===== src/rtl/hmp_pkg.sv =====
package hmp_pkg;

    localparam int BUS_W   = 16;
    localparam int ADDR_W  = 14;
    localparam int WORD_W  = 24;
    localparam int OVL_W   = 8;
    localparam int LO_W    = WORD_W - BUS_W;

    // bit positions inside the latch word that the decoder depends on
    localparam int KIND_BIT = 15;
    localparam int TGT_BIT  = 14;

    typedef enum logic [1:0] {
        ST_IDLE  = 2'd0,
        ST_LATCH = 2'd1,
        ST_MEM   = 2'd2,
        ST_DONE  = 2'd3
    } hmp_state_e;

    typedef enum logic {
        TGT_DM = 1'b0,
        TGT_PM = 1'b1
    } hmp_tgt_e;

    typedef struct packed {
        logic              is_ovl;
        logic              valid;
        hmp_tgt_e          tgt;
        logic [ADDR_W-1:0] addr;
        logic [OVL_W-1:0]  ovl;
    } latch_word_t;

    function automatic latch_word_t decode_latch(input logic [BUS_W-1:0] w);
        latch_word_t r;
        r.is_ovl = w[KIND_BIT];
        r.valid  = !w[KIND_BIT] || (w[TGT_BIT:OVL_W] == '0);
        r.tgt    = w[TGT_BIT] ? TGT_PM : TGT_DM;
        r.addr   = w[ADDR_W-1:0];
        r.ovl    = w[OVL_W-1:0];
        return r;
    endfunction

endpackage


===== src/rtl/hmp_sync.sv =====
module hmp_sync #(
    parameter int WIDTH  = 4,
    parameter int STAGES = 2
) (
    input  logic             clk,
    input  logic             rst,
    input  logic [WIDTH-1:0] d,
    output logic [WIDTH-1:0] q
);

    for (genvar i = 0; i < STAGES; i++) begin : g_stage
        logic [WIDTH-1:0] r;
        if (i == 0) begin : g_first
            always_ff @(posedge clk) begin
                if (rst) r <= '0;
                else     r <= d;
            end
        end else begin : g_next
            always_ff @(posedge clk) begin
                if (rst) r <= '0;
                else     r <= g_stage[i-1].r;
            end
        end
    end

    assign q = g_stage[STAGES-1].r;

endmodule


===== src/rtl/hmp_latch.sv =====
module hmp_latch
    import hmp_pkg::*;
(
    input  logic                clk,
    input  logic                rst,
    input  logic                latch_stb,
    input  logic [BUS_W-1:0]    bus,
    input  logic                inc,
    output logic [ADDR_W-1:0]   addr,
    output hmp_tgt_e            tgt,
    output logic [OVL_W-1:0]    ovl
);

    latch_word_t dw;

    always_comb dw = decode_latch(bus);

    always_ff @(posedge clk) begin
        if (rst) begin
            addr <= '0;
            tgt  <= TGT_DM;
            ovl  <= '0;
        end else if (latch_stb) begin
            if (dw.valid) begin
                if (dw.is_ovl) begin
                    ovl <= dw.ovl;
                end else begin
                    addr <= dw.addr;
                    tgt  <= dw.tgt;
                end
            end
        end else if (inc) begin
            addr <= addr + 1'b1;
        end
    end

endmodule


===== src/rtl/hmp_ctrl.sv =====
module hmp_ctrl
    import hmp_pkg::*;
#(
    parameter logic [ADDR_W-1:0] CTRL_BASE = 14'h3FE0
) (
    input  logic                clk,
    input  logic                rst,
    input  logic                s_cs,
    input  logic                s_al,
    input  logic                s_rd,
    input  logic                s_wr,
    input  logic [BUS_W-1:0]    bus,
    input  hmp_tgt_e            tgt,
    input  logic [ADDR_W-1:0]   addr,
    input  logic                m_gnt,
    input  logic [WORD_W-1:0]   m_rdata,
    output logic                latch_stb,
    output logic                inc,
    output logic                ack,
    output logic                m_req,
    output logic                m_we,
    output logic [WORD_W-1:0]   m_wdata,
    output logic [BUS_W-1:0]    rd_data,
    output logic                rd_oe
);

    hmp_state_e          state;
    logic                al_q, rd_q, wr_q;
    logic                half;
    logic [BUS_W-1:0]    hold_hi;
    logic [LO_W-1:0]     low_byte;
    logic                we_q;
    logic [WORD_W-1:0]   wdata_q;
    logic [BUS_W-1:0]    rdout;

    logic al_rise, rd_rise, wr_rise, is_pm, prot;

    always_comb begin
        al_rise = s_cs && s_al && !al_q;
        rd_rise = s_cs && s_rd && !rd_q && !s_wr;
        wr_rise = s_cs && s_wr && !wr_q && !s_rd;
        is_pm   = (tgt == TGT_PM);
        prot    = !is_pm && (addr >= CTRL_BASE);
    end

    always_comb begin
        latch_stb = (state == ST_LATCH) && !s_al;
        inc = 1'b0;
        if (state == ST_IDLE && !al_rise) begin
            if (wr_rise && prot)               inc = 1'b1;
            else if (rd_rise && is_pm && half) inc = 1'b1;
        end else if (state == ST_MEM && m_gnt) begin
            inc = we_q || !is_pm;
        end
    end

    always_ff @(posedge clk) begin
        if (rst) begin
            al_q <= 1'b0;
            rd_q <= 1'b0;
            wr_q <= 1'b0;
        end else begin
            al_q <= s_al;
            rd_q <= s_rd;
            wr_q <= s_wr;
        end
    end

    always_ff @(posedge clk) begin
        if (rst) begin
            state    <= ST_IDLE;
            half     <= 1'b0;
            hold_hi  <= '0;
            low_byte <= '0;
            we_q     <= 1'b0;
            wdata_q  <= '0;
            rdout    <= '0;
        end else begin
            unique case (state)
                ST_IDLE: begin
                    if (al_rise) begin
                        state <= ST_LATCH;
                    end else if (wr_rise) begin
                        if (is_pm && !half) begin
                            hold_hi <= bus;
                            half    <= 1'b1;
                            state   <= ST_DONE;
                        end else if (is_pm) begin
                            wdata_q <= {hold_hi, bus[LO_W-1:0]};
                            we_q    <= 1'b1;
                            state   <= ST_MEM;
                        end else if (prot) begin
                            state   <= ST_DONE;
                        end else begin
                            wdata_q <= {{LO_W{1'b0}}, bus};
                            we_q    <= 1'b1;
                            state   <= ST_MEM;
                        end
                    end else if (rd_rise) begin
                        if (is_pm && half) begin
                            rdout <= {{(BUS_W-LO_W){1'b0}}, low_byte};
                            half  <= 1'b0;
                            state <= ST_DONE;
                        end else begin
                            we_q  <= 1'b0;
                            state <= ST_MEM;
                        end
                    end
                end
                ST_MEM: begin
                    if (m_gnt) begin
                        if (we_q) begin
                            half <= 1'b0;
                        end else if (is_pm) begin
                            rdout    <= m_rdata[WORD_W-1:LO_W];
                            low_byte <= m_rdata[LO_W-1:0];
                            half     <= 1'b1;
                        end else begin
                            rdout <= m_rdata[BUS_W-1:0];
                        end
                        state <= ST_DONE;
                    end
                end
                ST_DONE: begin
                    if (!s_rd && !s_wr) state <= ST_IDLE;
                end
                ST_LATCH: begin
                    if (!s_al) begin
                        half  <= 1'b0;
                        state <= ST_IDLE;
                    end
                end
                default: state <= ST_IDLE;
            endcase
        end
    end

    assign ack     = (state == ST_DONE) || (state == ST_LATCH);
    assign m_req   = (state == ST_MEM);
    assign m_we    = we_q;
    assign m_wdata = wdata_q;
    assign rd_data = rdout;
    assign rd_oe   = (state == ST_DONE) && s_rd;

endmodule


===== src/rtl/hmp_port.sv =====
module hmp_port
    import hmp_pkg::*;
#(
    parameter logic [ADDR_W-1:0] CTRL_BASE   = 14'h3FE0,
    parameter int                SYNC_STAGES = 2
) (
    input  logic                clk,
    input  logic                rst,
    input  logic                h_cs,
    input  logic                h_al,
    input  logic                h_rd,
    input  logic                h_wr,
    input  logic [BUS_W-1:0]    h_ad_in,
    output logic [BUS_W-1:0]    h_ad_out,
    output logic                h_ad_oe,
    output logic                h_ack,
    input  logic                boot_mode,
    output logic                core_hold,
    output logic [OVL_W-1:0]    ovl_sel,
    output logic                m_req,
    output logic                m_we,
    output logic                m_pm,
    output logic [ADDR_W-1:0]   m_addr,
    output logic [WORD_W-1:0]   m_wdata,
    input  logic [WORD_W-1:0]   m_rdata,
    input  logic                m_gnt
);

    localparam int N_STROBES = 4;

    logic [N_STROBES-1:0] strobe_raw, strobe_s;
    logic                 latch_stb, inc;
    hmp_tgt_e             tgt;
    logic                 pm0_done;

    assign strobe_raw = {h_cs, h_al, h_rd, h_wr};

    hmp_sync #(
        .WIDTH  (N_STROBES),
        .STAGES (SYNC_STAGES)
    ) sync_i (
        .clk (clk),
        .rst (rst),
        .d   (strobe_raw),
        .q   (strobe_s)
    );

    hmp_latch latch_i (
        .clk       (clk),
        .rst       (rst),
        .latch_stb (latch_stb),
        .bus       (h_ad_in),
        .inc       (inc),
        .addr      (m_addr),
        .tgt       (tgt),
        .ovl       (ovl_sel)
    );

    hmp_ctrl #(
        .CTRL_BASE (CTRL_BASE)
    ) ctrl_i (
        .clk       (clk),
        .rst       (rst),
        .s_cs      (strobe_s[3]),
        .s_al      (strobe_s[2]),
        .s_rd      (strobe_s[1]),
        .s_wr      (strobe_s[0]),
        .bus       (h_ad_in),
        .tgt       (tgt),
        .addr      (m_addr),
        .m_gnt     (m_gnt),
        .m_rdata   (m_rdata),
        .latch_stb (latch_stb),
        .inc       (inc),
        .ack       (h_ack),
        .m_req     (m_req),
        .m_we      (m_we),
        .m_wdata   (m_wdata),
        .rd_data   (h_ad_out),
        .rd_oe     (h_ad_oe)
    );

    assign m_pm = (tgt == TGT_PM);

    always_ff @(posedge clk) begin
        if (rst)
            pm0_done <= 1'b0;
        else if (m_req && m_gnt && m_we && m_pm && (m_addr == '0))
            pm0_done <= 1'b1;
    end

    assign core_hold = boot_mode && !pm0_done;

endmodule


===== config.mk =====
export PLATFORM = sky130hd
export DESIGN_NAME = hmp_port
export DESIGN_NICKNAME = d
export VERILOG_FILES = /design/src/rtl/hmp_pkg.sv /design/src/rtl/hmp_sync.sv /design/src/rtl/hmp_latch.sv /design/src/rtl/hmp_ctrl.sv /design/src/rtl/hmp_port.sv
export SDC_FILE = /design/constraint.sdc
export NUM_CORES = 1
export LEC_CHECK = 0
export ABC_AREA = 1
export BUFFER_PORTS_ARGS = -buffer_cell sky130_fd_sc_hd__buf_4
export CORE_MARGIN = 4
export CORE_UTILIZATION = 50
export CTS_CLUSTER_SIZE = 14
export DETAILED_ROUTE_END_ITERATION = 7
export PLACE_DENSITY = 0.81
export SLEW_MARGIN = 15
export SYNTH_ARGS = -nofsm -noshare
export SYNTH_HDL_FRONTEND = slang
export SYNTH_SLANG_ARGS = --single-unit

===== constraint.sdc =====
create_clock -name clk -period 2.6 [get_ports clk]
set_input_delay 0.26 -clock clk [delete_from_list [all_inputs] [get_ports clk]]
set_output_delay 0.26 -clock clk [all_outputs]
set_load 0.02 [all_outputs]

==> results of run 1 <==
## power breakdown
part	internal (W)	switching, W	leakage (nW)
combinational	0.000568	0.000956	1.65
sequential	0.00176	0.000157	0.834
clock	0.000369	0.000600	0.0940
## worst max-delay path by stage
| stage | end | slack, ns | cells past startpoint |
|---|---|---|---|
| after detailed placement | ctrl_i.rd_data[2] | 0.28 | 10 |
| after CTS | ctrl_i.rd_data[2] | 0.27 | 10 |
| after global routing | latch_i.addr[5] | 0.13 | 8 |
| after floorplan | ctrl_i.rd_data[12] | 0.81 | 11 |
| final | ctrl_i.rd_data[11] | 0.39 | 10 |
| after global placement | ctrl_i.rd_data[2] | 0.41 | 10 |
## Yosys cell counts, drive strengths merged
cell type	number	area (um^2)
nor2	110	433
o21ai	105	526
dfxtp	103	2060
nand2	97	397
inv	82	308
a21oi	73	369
nand3	30	155
buf	24	163
clkbuf	14	53.8
a211oi	10	85.1
nand3b	9	67.6
ha	7	87.6
nand4	7	43.8
nor3	4	42.5
o22ai	3	18.8
xor2	2	17.5
a22oi	1	7.51
clkinv	1	5.00
o31ai	1	7.51
or2	1	6.26
## layer usage
layer | GRT usage | vias to the layer above
met5 | 0 | -
met4 | 0.0721 | 0
met3 | 0.0461 | 16
met2 | 0.359 | 172
met1 | 0.298 | 2162
li1 | - | 2402
## final cells by class
class,instances,area [um^2]
fill,910,3440
tap,129,161
timing repair buffer,120,901
multi-input combinational,460,2270
clock inverter,7,61.3
inverter,83,313
clock buffer,9,124
sequential,103,2060
## timing repair
item,in CTS,in global routing
setup endpoints to repair,0,5
gates resized for setup,0,1
hold buffers,0,0
buffers inserted,0,0
## cells by family (layout without fill, tap and decap cells)
kind of cell               Yosys count  count (layout)  synth area share
and+or+nand+nor                    258             258             0.236
DFF                                103             103             0.425
adders and majority gates            7               7            0.0180
buffers and inverters              121             219             0.109
AOI/OAI and AO/OA                  193             193             0.209
xor gates and xnor gates             2               2           0.00361
## worst min-delay path, delay by kind of cell
kind / cells / cell delay [ns]
and+or+nand+nor: 1 / 0.06
buffers and inverters: 2 / 0.11
## registers in the layout, summed over array words and instances, names as in the netlist
register          count
ctrl_i.al_q           1
ctrl_i.half           1
ctrl_i.hold_hi       16
ctrl_i.low_byte       8
ctrl_i.m_wdata       24
ctrl_i.m_we           1
ctrl_i.rd_data       16
ctrl_i.rd_q           1
ctrl_i.state          2
ctrl_i.wr_q           1
latch_i.addr         14
latch_i.ovl           8
latch_i.tgt           1
pm0_done              1
sync_i.g_stage.r      4
sync_i.q              4
## stage by stage
step                setup WS [ns]  power, W  area [um^2]  instances
floorplan                   0.810   0.00298         4850        684
global placement            0.411   0.00344         5700        895
detailed placement          0.279   0.00346         5700        895
CTS                         0.268   0.00441         5890        911
global route                0.125   0.00469         5890        911
finish                      0.385   0.00441         5890        911
==> summary.txt, run 1 <==
Route
  – Via count: 4752
  – First drt pass iteration count: 4
  – Wire per inst: 14.0 um
  – DRC: 0
  – Routed WL: 12700 um
  – Max Used Layer: met4
  – DRT iter0 DRCs: 231
  – M1 WL: 5660 um
  – DR vias/cell: 5.22
  – Wire length on met3: 977 um
  – Routed wl met2: 5900 um
  – Routed Antenna Nets: 0

Min path
  – Worst Hold Path EP: sync_i.g_stage[0].r[3]
  – Hold path start: h_cs
  – HP Class: in -> reg
  – WHS Path Cells: 3

Yosys
  – Mapped Area: 4850 um^2
  – Post-synthesis cell type count: 35
  – Synth warn: 0
  – Post-synthesis sequential area ratio: 0.425
  – Synth Area per Inst: 7.10 um^2
  – Synthesized netlist cell count: 684
  – Syn Nets: 739
  – Synthesis-stage register bit count: 103

Power and ir drop
  – PwrDens: 748 nW/um^2
  – P_leak: 2.58 nW
  – Peak supply drop: 0.000436 V

Setup path
  – Critical Path Fanout Max: 27
  – Critical Path AT: 2.47 ns
  – Reg2reg end: ctrl_i.rd_data[11]
  – CP Launch Point: ctrl_i.state[0]
  – Worst-path cell chain: inv_1 -> ha_2 -> inv_2 -> or2_0 -> nand2_1 -> a21oi_1 -> nand2_2 -> clkinv_2 -> o21ai_0 -> a21oi_1
  – CP endpoint kind: flip-flop
  – Crit path buffers/inverters: 3
  – Critical Path Source Type: flip-flop
  – CP max stage cell: dfxtp_1
  – Critical path class: reg -> reg
  – Worst endpoint required time: 2.86 ns
  – Crit path top cell by count: a21oi_1
  – Critical R2R Launch: ctrl_i.state[0]
  – CP peak stage delay: 0.34 ns
  – Reg2Reg Setup Slack: 0.39 ns
  – Family with the most delay on the worst path: buffers and inverters
  – R2r worst-path depth: 10

Timing
  – Crit share post-route: 0.852
  – Skew final: 0.0118 ns
  – Fmax achieved: 452 MHz
  – RSZ-0062 raised after global routing: no
  – Post-Route Setup TNS: 0 ns
  – Hold slack: 0.0878 ns
  – Setup violators final: 0
  – Actual transition at the worst max-transition pin: 0.626 ns
  – Tmin final: 2.21 ns
  – Final hold viol count: 0
  – Max_slew headroom: 0.582
  – Final Slew Violations: 0

Clock tree
  – Clock latency on the worst-skew pair: 0.37 ns
  – Num CTS Buffers: 9
  – Reg clk slew, reported paths: 0.11 ns
  – CTS max path bufs: 2
  – Root Driver: clkbuf_8
  – # clock sinks: 103
  – CTS tree: done
  – CTS H-tree lvls: 3

Final layout
  – # diodes: 0
  – Most frequent cells in the layout: buf_4, nor2_1, dfxtp_1, o21ai_0, nand2_1
  – Leading cell type in the layout, fill and taps excluded: buf_4
  – P&R area growth vs syn: 21.3%
  – Nets: 832
  – Layout cells sized above 1: 0.210
  – Layout Utilization: 0.631

Place
  – Buffers added on ports: 115
  – Hpwl dp: 9210 um
  – Gpl congestion: 0.894

Global routing
  – Vias in the first global route: 4353
  – Gr ovfl total: 0
  – Global-route wire length before repair: 20800 um
  – Largest net degree at the start of global routing: 50
  – Gr usage total: 0.223
  – Initial antenna violation count: 0

Floorplan
  – Chip width: 107 um
  – Die Y: 107 um
  – Die Area: 11300 um^2
  – Core area: 9330 um^2
  – IO Count: 116
  – Starting Density: 0.520
  – Cell Rows: 35

Run
  – MaxCap Viol Count: 0

Status
  – Outcome: completed
Power figures use the tool's default switching activity.
==> run 2: changes to the inputs <==
CORE_UTILIZATION = 45   (was 50)
PLACE_DENSITY = 0.75   (was 0.81)
==> summary.txt, run 2 (synthesis results as in run 1) <==
Status
  – Outcome: completed

Min path
  – HP Class: in -> reg
  – WHS Path Cells: 3 (unchanged)
  – Hold path start: h_cs
  – Worst Hold Path EP: sync_i.g_stage[0].r[3]

Route
  – First drt pass iteration count: 6 (+2)
  – DRT iter0 DRCs: 257 (+11%)
  – DRC: 0 (unchanged)
  – Wire per inst: 14.0 um (+0.39%)
  – Via count: 4830 (+1.6%)
  – DR vias/cell: 5.26 (+0.87%)
  – Routed Antenna Nets: 0 (unchanged)
  – Routed WL: 12900 um (+1.2%)

Clock tree
  – CTS tree: done
  – # clock sinks: 103 (unchanged)
  – Clock latency on the worst-skew pair: 0.38 ns (about the same)
  – Reg clk slew, reported paths: 0.11 ns (about the same)
  – Root Driver: clkbuf_8
  – CTS max path bufs: 2 (unchanged)
  – Post-CTS setup buffers: 0 (unchanged)
  – Num CTS Buffers: 9 (unchanged)
  – CTS H-tree lvls: 3 (unchanged)

Global routing
  – Met1 GRT Util: 0.280 (-0.0189)
  – Met2 usage: 0.314 (-0.0451)
  – GRT Max-Usage Layer: met2
  – Gr ovfl total: 0 (unchanged)
  – Global-route wire length before repair: 21200 um (+2.1%)
  – GRT met3 Usage: 0.0440 (-0.00212)
  – Vias in the first global route: 4386 (+0.76%)
  – Largest net degree at the start of global routing: 50 (unchanged)
  – Initial antenna violation count: 0 (unchanged)
  – Gr usage total: 0.202 (-0.0202)

Place
  – Buffers added on ports: 115 (unchanged)
  – Gpl congestion: 0.935 (+4.6%)
  – Hpwl dp: 9240 um (+0.29%)
  – Setup slack at placement: 0.225 ns (-0.0545 ns)
  – Placed Area: 5720 um^2 (+0.37%)

Run
  – MaxCap Viol Count: 0 (unchanged)

Timing
  – Max_slew headroom: 0.518 (-0.0645)
  – Final WS setup: 0.318 ns (-0.0670 ns)
  – Fmax achieved: 438 MHz (-2.9%)
  – Skew final: 0.0115 ns (-0.000352 ns)
  – Actual transition at the worst max-transition pin: 0.723 ns (+0.0966 ns)
  – Final Slew Violations: 0 (unchanged)
  – Crit share post-route: 0.878 (+0.0258)
  – Setup violators final: 0 (unchanged)
  – Final hold viol count: 0 (unchanged)
  – RSZ-0062 raised after global routing: no
  – Post-Route Setup TNS: 0 ns (unchanged)
  – Tmin final: 2.28 ns (+0.0670 ns)

Final layout
  – # diodes: 0 (unchanged)
  – Layout cells sized above 1: 0.210 (unchanged)
  – Nets: 832 (unchanged)
  – Leading cell type in the layout, fill and taps excluded: buf_4
  – P&R area growth vs syn: 22.0%
  – Max reg flops: 24 (unchanged)
  – Most frequent cells in the layout: buf_4, nor2_1, dfxtp_1, o21ai_0, nand2_1
  – Post-Layout Inst Area: 5920 um^2 (+0.59%)

Floorplan
  – Starting Density: 0.466 (-0.0544)
  – Cell Rows: 37 (+5.7%)
  – Die Area: 12500 um^2 (+10%)
  – IO Count: 116 (unchanged)
  – Chip width: 112 um (+5.0%)
  – Die Y: 112 um (+5.0%)
  – Core area: 10400 um^2 (+12%)

Setup path
  – Family with the most delay on the worst path: buffers and inverters
  – Worst endpoint required time: 2.86 ns (about the same)
  – Critical Path Fanout Max: 27 (unchanged)
  – R2r worst-path depth: 10 (unchanged)
  – Worst-path cell chain: inv_1 -> ha_2 -> inv_2 -> or2_0 -> nand2_1 -> a21oi_1 -> nand2_2 -> clkinv_2 -> o21ai_0 -> a21oi_1
  – CP peak stage delay: 0.34 ns (about the same)
  – Reg2reg end: ctrl_i.rd_data[2]
  – CP endpoint kind: flip-flop
  – CP Depth: 10 (unchanged)
  – Critical Path Source Type: flip-flop
  – Reg2Reg Setup Slack: 0.32 ns (-0.07 ns)
  – Critical R2R Launch: ctrl_i.state[0]
  – Critical path class: reg -> reg
  – Crit path buffers/inverters: 3 (unchanged)
  – Critical Path AT: 2.54 ns (+0.07 ns)
  – Crit path top cell by count: a21oi_1
  – CP max stage cell: dfxtp_1

Power and ir drop
  – PwrDens: 753 nW/um^2 (+0.61%)
  – P_leak: 2.59 nW (+0.35%)
  – Peak supply drop: 0.000441 V (+1.1%)
-- run 2: changes by cell type in the layout (fill, tap and decap cells not counted) --
cell	previous run	this run
buf_12	0	1
clkinv_2	2	1
buf_4	120	119
inv_6	2	1
clkinv_8	0	1
inv_8	2	3
-- run 2: cell type report --
cell class,count,area (um^2)
Inverter,83,313
Timing Repair Buffer,120,913
Multi-Input combinational cell,460,2270
Fill cell,1000,4490
Sequential cell,103,2060
Clock buffer,9,124
Clock inverter,7,75.1
Tap cell,136,170
-- run 2: power by group --
part / switching [W] / internal (W) / total [W]
Sequential: 0.000160 / 0.00176 / 0.00192
Clock: 0.000627 / 0.000382 / 0.00101
Combinational: 0.000964 / 0.000570 / 0.00153
-- run 2: metrics by stage --
| stage | hold slack (ns) | total power, W | cells | util |
|---|---|---|---|---|
| 2_1_floorplan | 0.367 | 0.00298 | 684 | - |
| 3_3_place_gp | 0.390 | 0.00343 | 902 | 0.549 |
| 3_5_place_dp | 0.397 | 0.00346 | 902 | 0.549 |
| 4_1_cts | 0.0632 | 0.00448 | 918 | 0.568 |
| 5_1_grt | 0.0744 | 0.00475 | 918 | 0.569 |
| 6_report | 0.0797 | 0.00446 | 918 | 0.569 |
-- run 2: worst max path at each step --
stage | start | endpoint
6_report | ctrl_i.state[0] | ctrl_i.rd_data[2]
3_3_place_gp | ctrl_i.state[0] | ctrl_i.rd_data[15]
3_5_place_dp | ctrl_i.state[0] | ctrl_i.rd_data[2]
5_1_grt | ctrl_i.state[0] | ctrl_i.rd_data[11]
2_1_floorplan | ctrl_i.state[0] | ctrl_i.rd_data[12]
4_1_cts | ctrl_i.state[0] | ctrl_i.rd_data[2]
-- run 2: layer usage --
| layer | wire, um | share of wire |
|---|---|---|
| met5 | 0 | 0 |
| met4 | 228 | 0.018 |
| met1 | 5810 | 0.45 |
| met2 | 5790 | 0.45 |
| met3 | 1040 | 0.081 |
-- run 2: timing repair --
item,CTS,global route
endpoints found under the setup margin,0,8
resized for setup,0,1
hold buffers,0,0
-- run 2: worst min-delay path, cell delays in order --
cell and delay (ns):
buf_4 0.07, inv_1 0.03, nor2_1 0.06
==> run 3: changes to the inputs <==
GPL_ROUTABILITY_DRIVEN = 1   (was unset)
PLACE_DENSITY = 0.69   (was 0.75)
==> summary.txt, run 3 (synthesis results as in run 1) <==
Min path
  – HP Class: in -> reg

Route
  – DR vias/cell: 5.11 (-3.0%)
  – Routed WL: 13000 um (+1.0%)
  – First drt pass iteration count: 4 (-2)
  – Wire per inst: 14.1 um (+0.83%)
  – Via count: 4697 (-2.8%)
  – DRT iter0 DRCs: 264 (+2.7%)
  – DRC: 0 (unchanged)
  – Routed Antenna Nets: 0 (unchanged)

Final layout
  – Layout cells sized above 1: 0.210 (+0.000741)
  – Leading cell type in the layout, fill and taps excluded: buf_4
  – Non-filler cells, final: 920 (+0.22%)
  – P&R area growth vs syn: 22.7%
  – Filler cell count: 1021 (+2.1%)
  – # diodes: 0 (unchanged)
  – Max reg flops: 24 (unchanged)
  – Most frequent cells in the layout: buf_4, nor2_1, dfxtp_1, o21ai_0, nand2_1
  – Nets: 834 (+0.24%)

Timing
  – Fmax achieved: 444 MHz (+1.3%)
  – Setup violators final: 0 (unchanged)
  – Final hold viol count: 0 (unchanged)
  – Actual transition at the worst max-transition pin: 0.595 ns (-0.128 ns)
  – Final WS setup: 0.347 ns (+0.0289 ns)
  – Final Slew Violations: 0 (unchanged)
  – RSZ-0062 raised after global routing: no
  – Crit share post-route: 0.866 (-0.0111)
  – Post-Route Setup TNS: 0 ns (unchanged)
  – Skew final: 0.0149 ns (+0.00346 ns)
  – Max_slew headroom: 0.603 (+0.0855)
  – Tmin final: 2.25 ns (-0.0289 ns)

Setup path
  – Crit path buffers/inverters: 3 (unchanged)
  – Crit path top cell by count: a21oi_1
  – CP endpoint kind: flip-flop
  – Worst-path cell chain: inv_1 -> ha_2 -> inv_2 -> or2_0 -> nand2_1 -> a21oi_1 -> nand2_2 -> clkinv_2 -> o21ai_0 -> a21oi_1
  – CP peak stage delay: 0.34 ns (about the same)
  – Worst endpoint required time: 2.86 ns (about the same)
  – CP max stage cell: dfxtp_1
  – Critical Path Fanout Max: 27 (unchanged)
  – Family with the most delay on the worst path: buffers and inverters
  – Critical Path Source Type: flip-flop
  – Critical path class: reg -> reg
  – Critical Path AT: 2.51 ns (-0.03 ns)

Floorplan
  – Cell Rows: 37 (unchanged)
  – Core area: 10400 um^2 (unchanged)
  – Die Y: 112 um (unchanged)
  – Starting Density: 0.466 (unchanged)
  – IO Count: 116 (unchanged)
  – Chip width: 112 um (unchanged)
  – Die Area: 12500 um^2 (unchanged)

Global routing
  – Initial antenna violation count: 0 (unchanged)
  – Largest net degree at the start of global routing: 50 (unchanged)
  – Global-route wire length before repair: 21400 um (+0.75%)
  – Vias in the first global route: 4412 (+0.59%)
  – Gr usage total: 0.206 (+0.00345)
  – Gr ovfl total: 0 (unchanged)

Place
  – Setup slack at placement: 0.233 ns (+0.00830 ns)
  – Buffers added on ports: 115 (unchanged)
  – Placed cells: 904 (+0.22%)
  – Gpl congestion: 0.897 (-4.1%)
  – Hpwl dp: 9430 um (+2.1%)

Power and ir drop
  – P_leak: 2.61 nW (+0.83%)
  – Peak supply drop: 0.000475 V (+7.9%)
  – PwrDens: 770 nW/um^2 (+2.3%)

Run
  – MaxCap Viol Count: 0 (unchanged)

Clock tree
  – # clock sinks: 103 (unchanged)
  – Num CTS Buffers: 9 (unchanged)
  – CTS tree: done
  – Post-CTS setup buffers: 0 (unchanged)
  – CTS max path bufs: 2 (unchanged)
  – Root Driver: clkbuf_8
  – Clock latency on the worst-skew pair: 0.38 ns (about the same)
  – CTS H-tree lvls: 3 (unchanged)
  – Reg clk slew, reported paths: 0.10 ns (about the same)

Status
  – Outcome: completed
[run 3: changes by cell type in the layout (fill, tap and decap cells not counted)]
cell        before  now
buf_4          119  122
inv_8            3    0
inv_6            1    2
buf_12           1    0
clkbuf_8         9   10
clkinv_8         1    0
bufinv_16        0    2
clkbuf_1         0    1
clkinvlp_4       1    0
[run 3: repair_timing]
action / CTS / global route
resized for setup: 0 / 1
setup endpoints to repair: 0 / 5
hold buffers: 0 / 0
[run 3: path summary, 6_finish.rpt]
kind / endpoint / cells after the start / slack (ns) / from
setup / recovery: ctrl_i.rd_data[1] / 10 / 0.35 / ctrl_i.state[0]
setup reg to reg: ctrl_i.rd_data[1] / 10 / 0.35 / ctrl_i.state[0]
hold / removal: sync_i.g_stage[0].r[1] / 3 / 0.09 / h_rd
hold reg to reg: sync_i.q[2] / 2 / 0.41 / sync_i.g_stage[0].r[2]
[run 3: stage by stage]
step,instance area (um^2),power [W],hold slack (ns),utilization
after global routing,5950,0.00488,0.0990,0.572
after CTS,5950,0.00462,0.0718,0.571
after floorplan,4850,0.00298,0.367,-
final,5950,0.00459,0.0880,0.572
after global placement,5720,0.00346,0.390,0.550
after detailed placement,5720,0.00348,0.395,0.550
[run 3: area by class of cell]
cell class	count	area [um^2]	share of cell area
Multi-Input combinational cell	460	2270	0.381
Sequential cell	103	2060	0.346
Timing Repair Buffer	122	916	0.154
Inverter	83	313	0.0525
Tap cell	136	170	0.0286
Clock buffer	11	141	0.0237
Clock inverter	5	86.3	0.0145
[run 3: where the power goes]
group,internal [W],switching [W]
Combinational,0.000574,0.000967
Clock,0.000578,0.000558
Sequential,0.00176,0.000155
[run 3: routing by layer]
| layer | vias up | share of wire | track usage |
|---|---|---|---|
| met1 | 2101 | 0.45 | 0.271 |
| met3 | 19 | 0.081 | 0.0473 |
| met2 | 165 | 0.46 | 0.334 |
| li1 | 2412 | - | - |
| met4 | 0 | 0.016 | 0.0681 |
| met5 | - | 0 | 0 |
[run 3: tightest hold or removal path, delay by kind of cell]
family / cells / cell delay [ns]
buffers and inverters: 2 / 0.10
AND/OR/NAND/NOR: 1 / 0.06
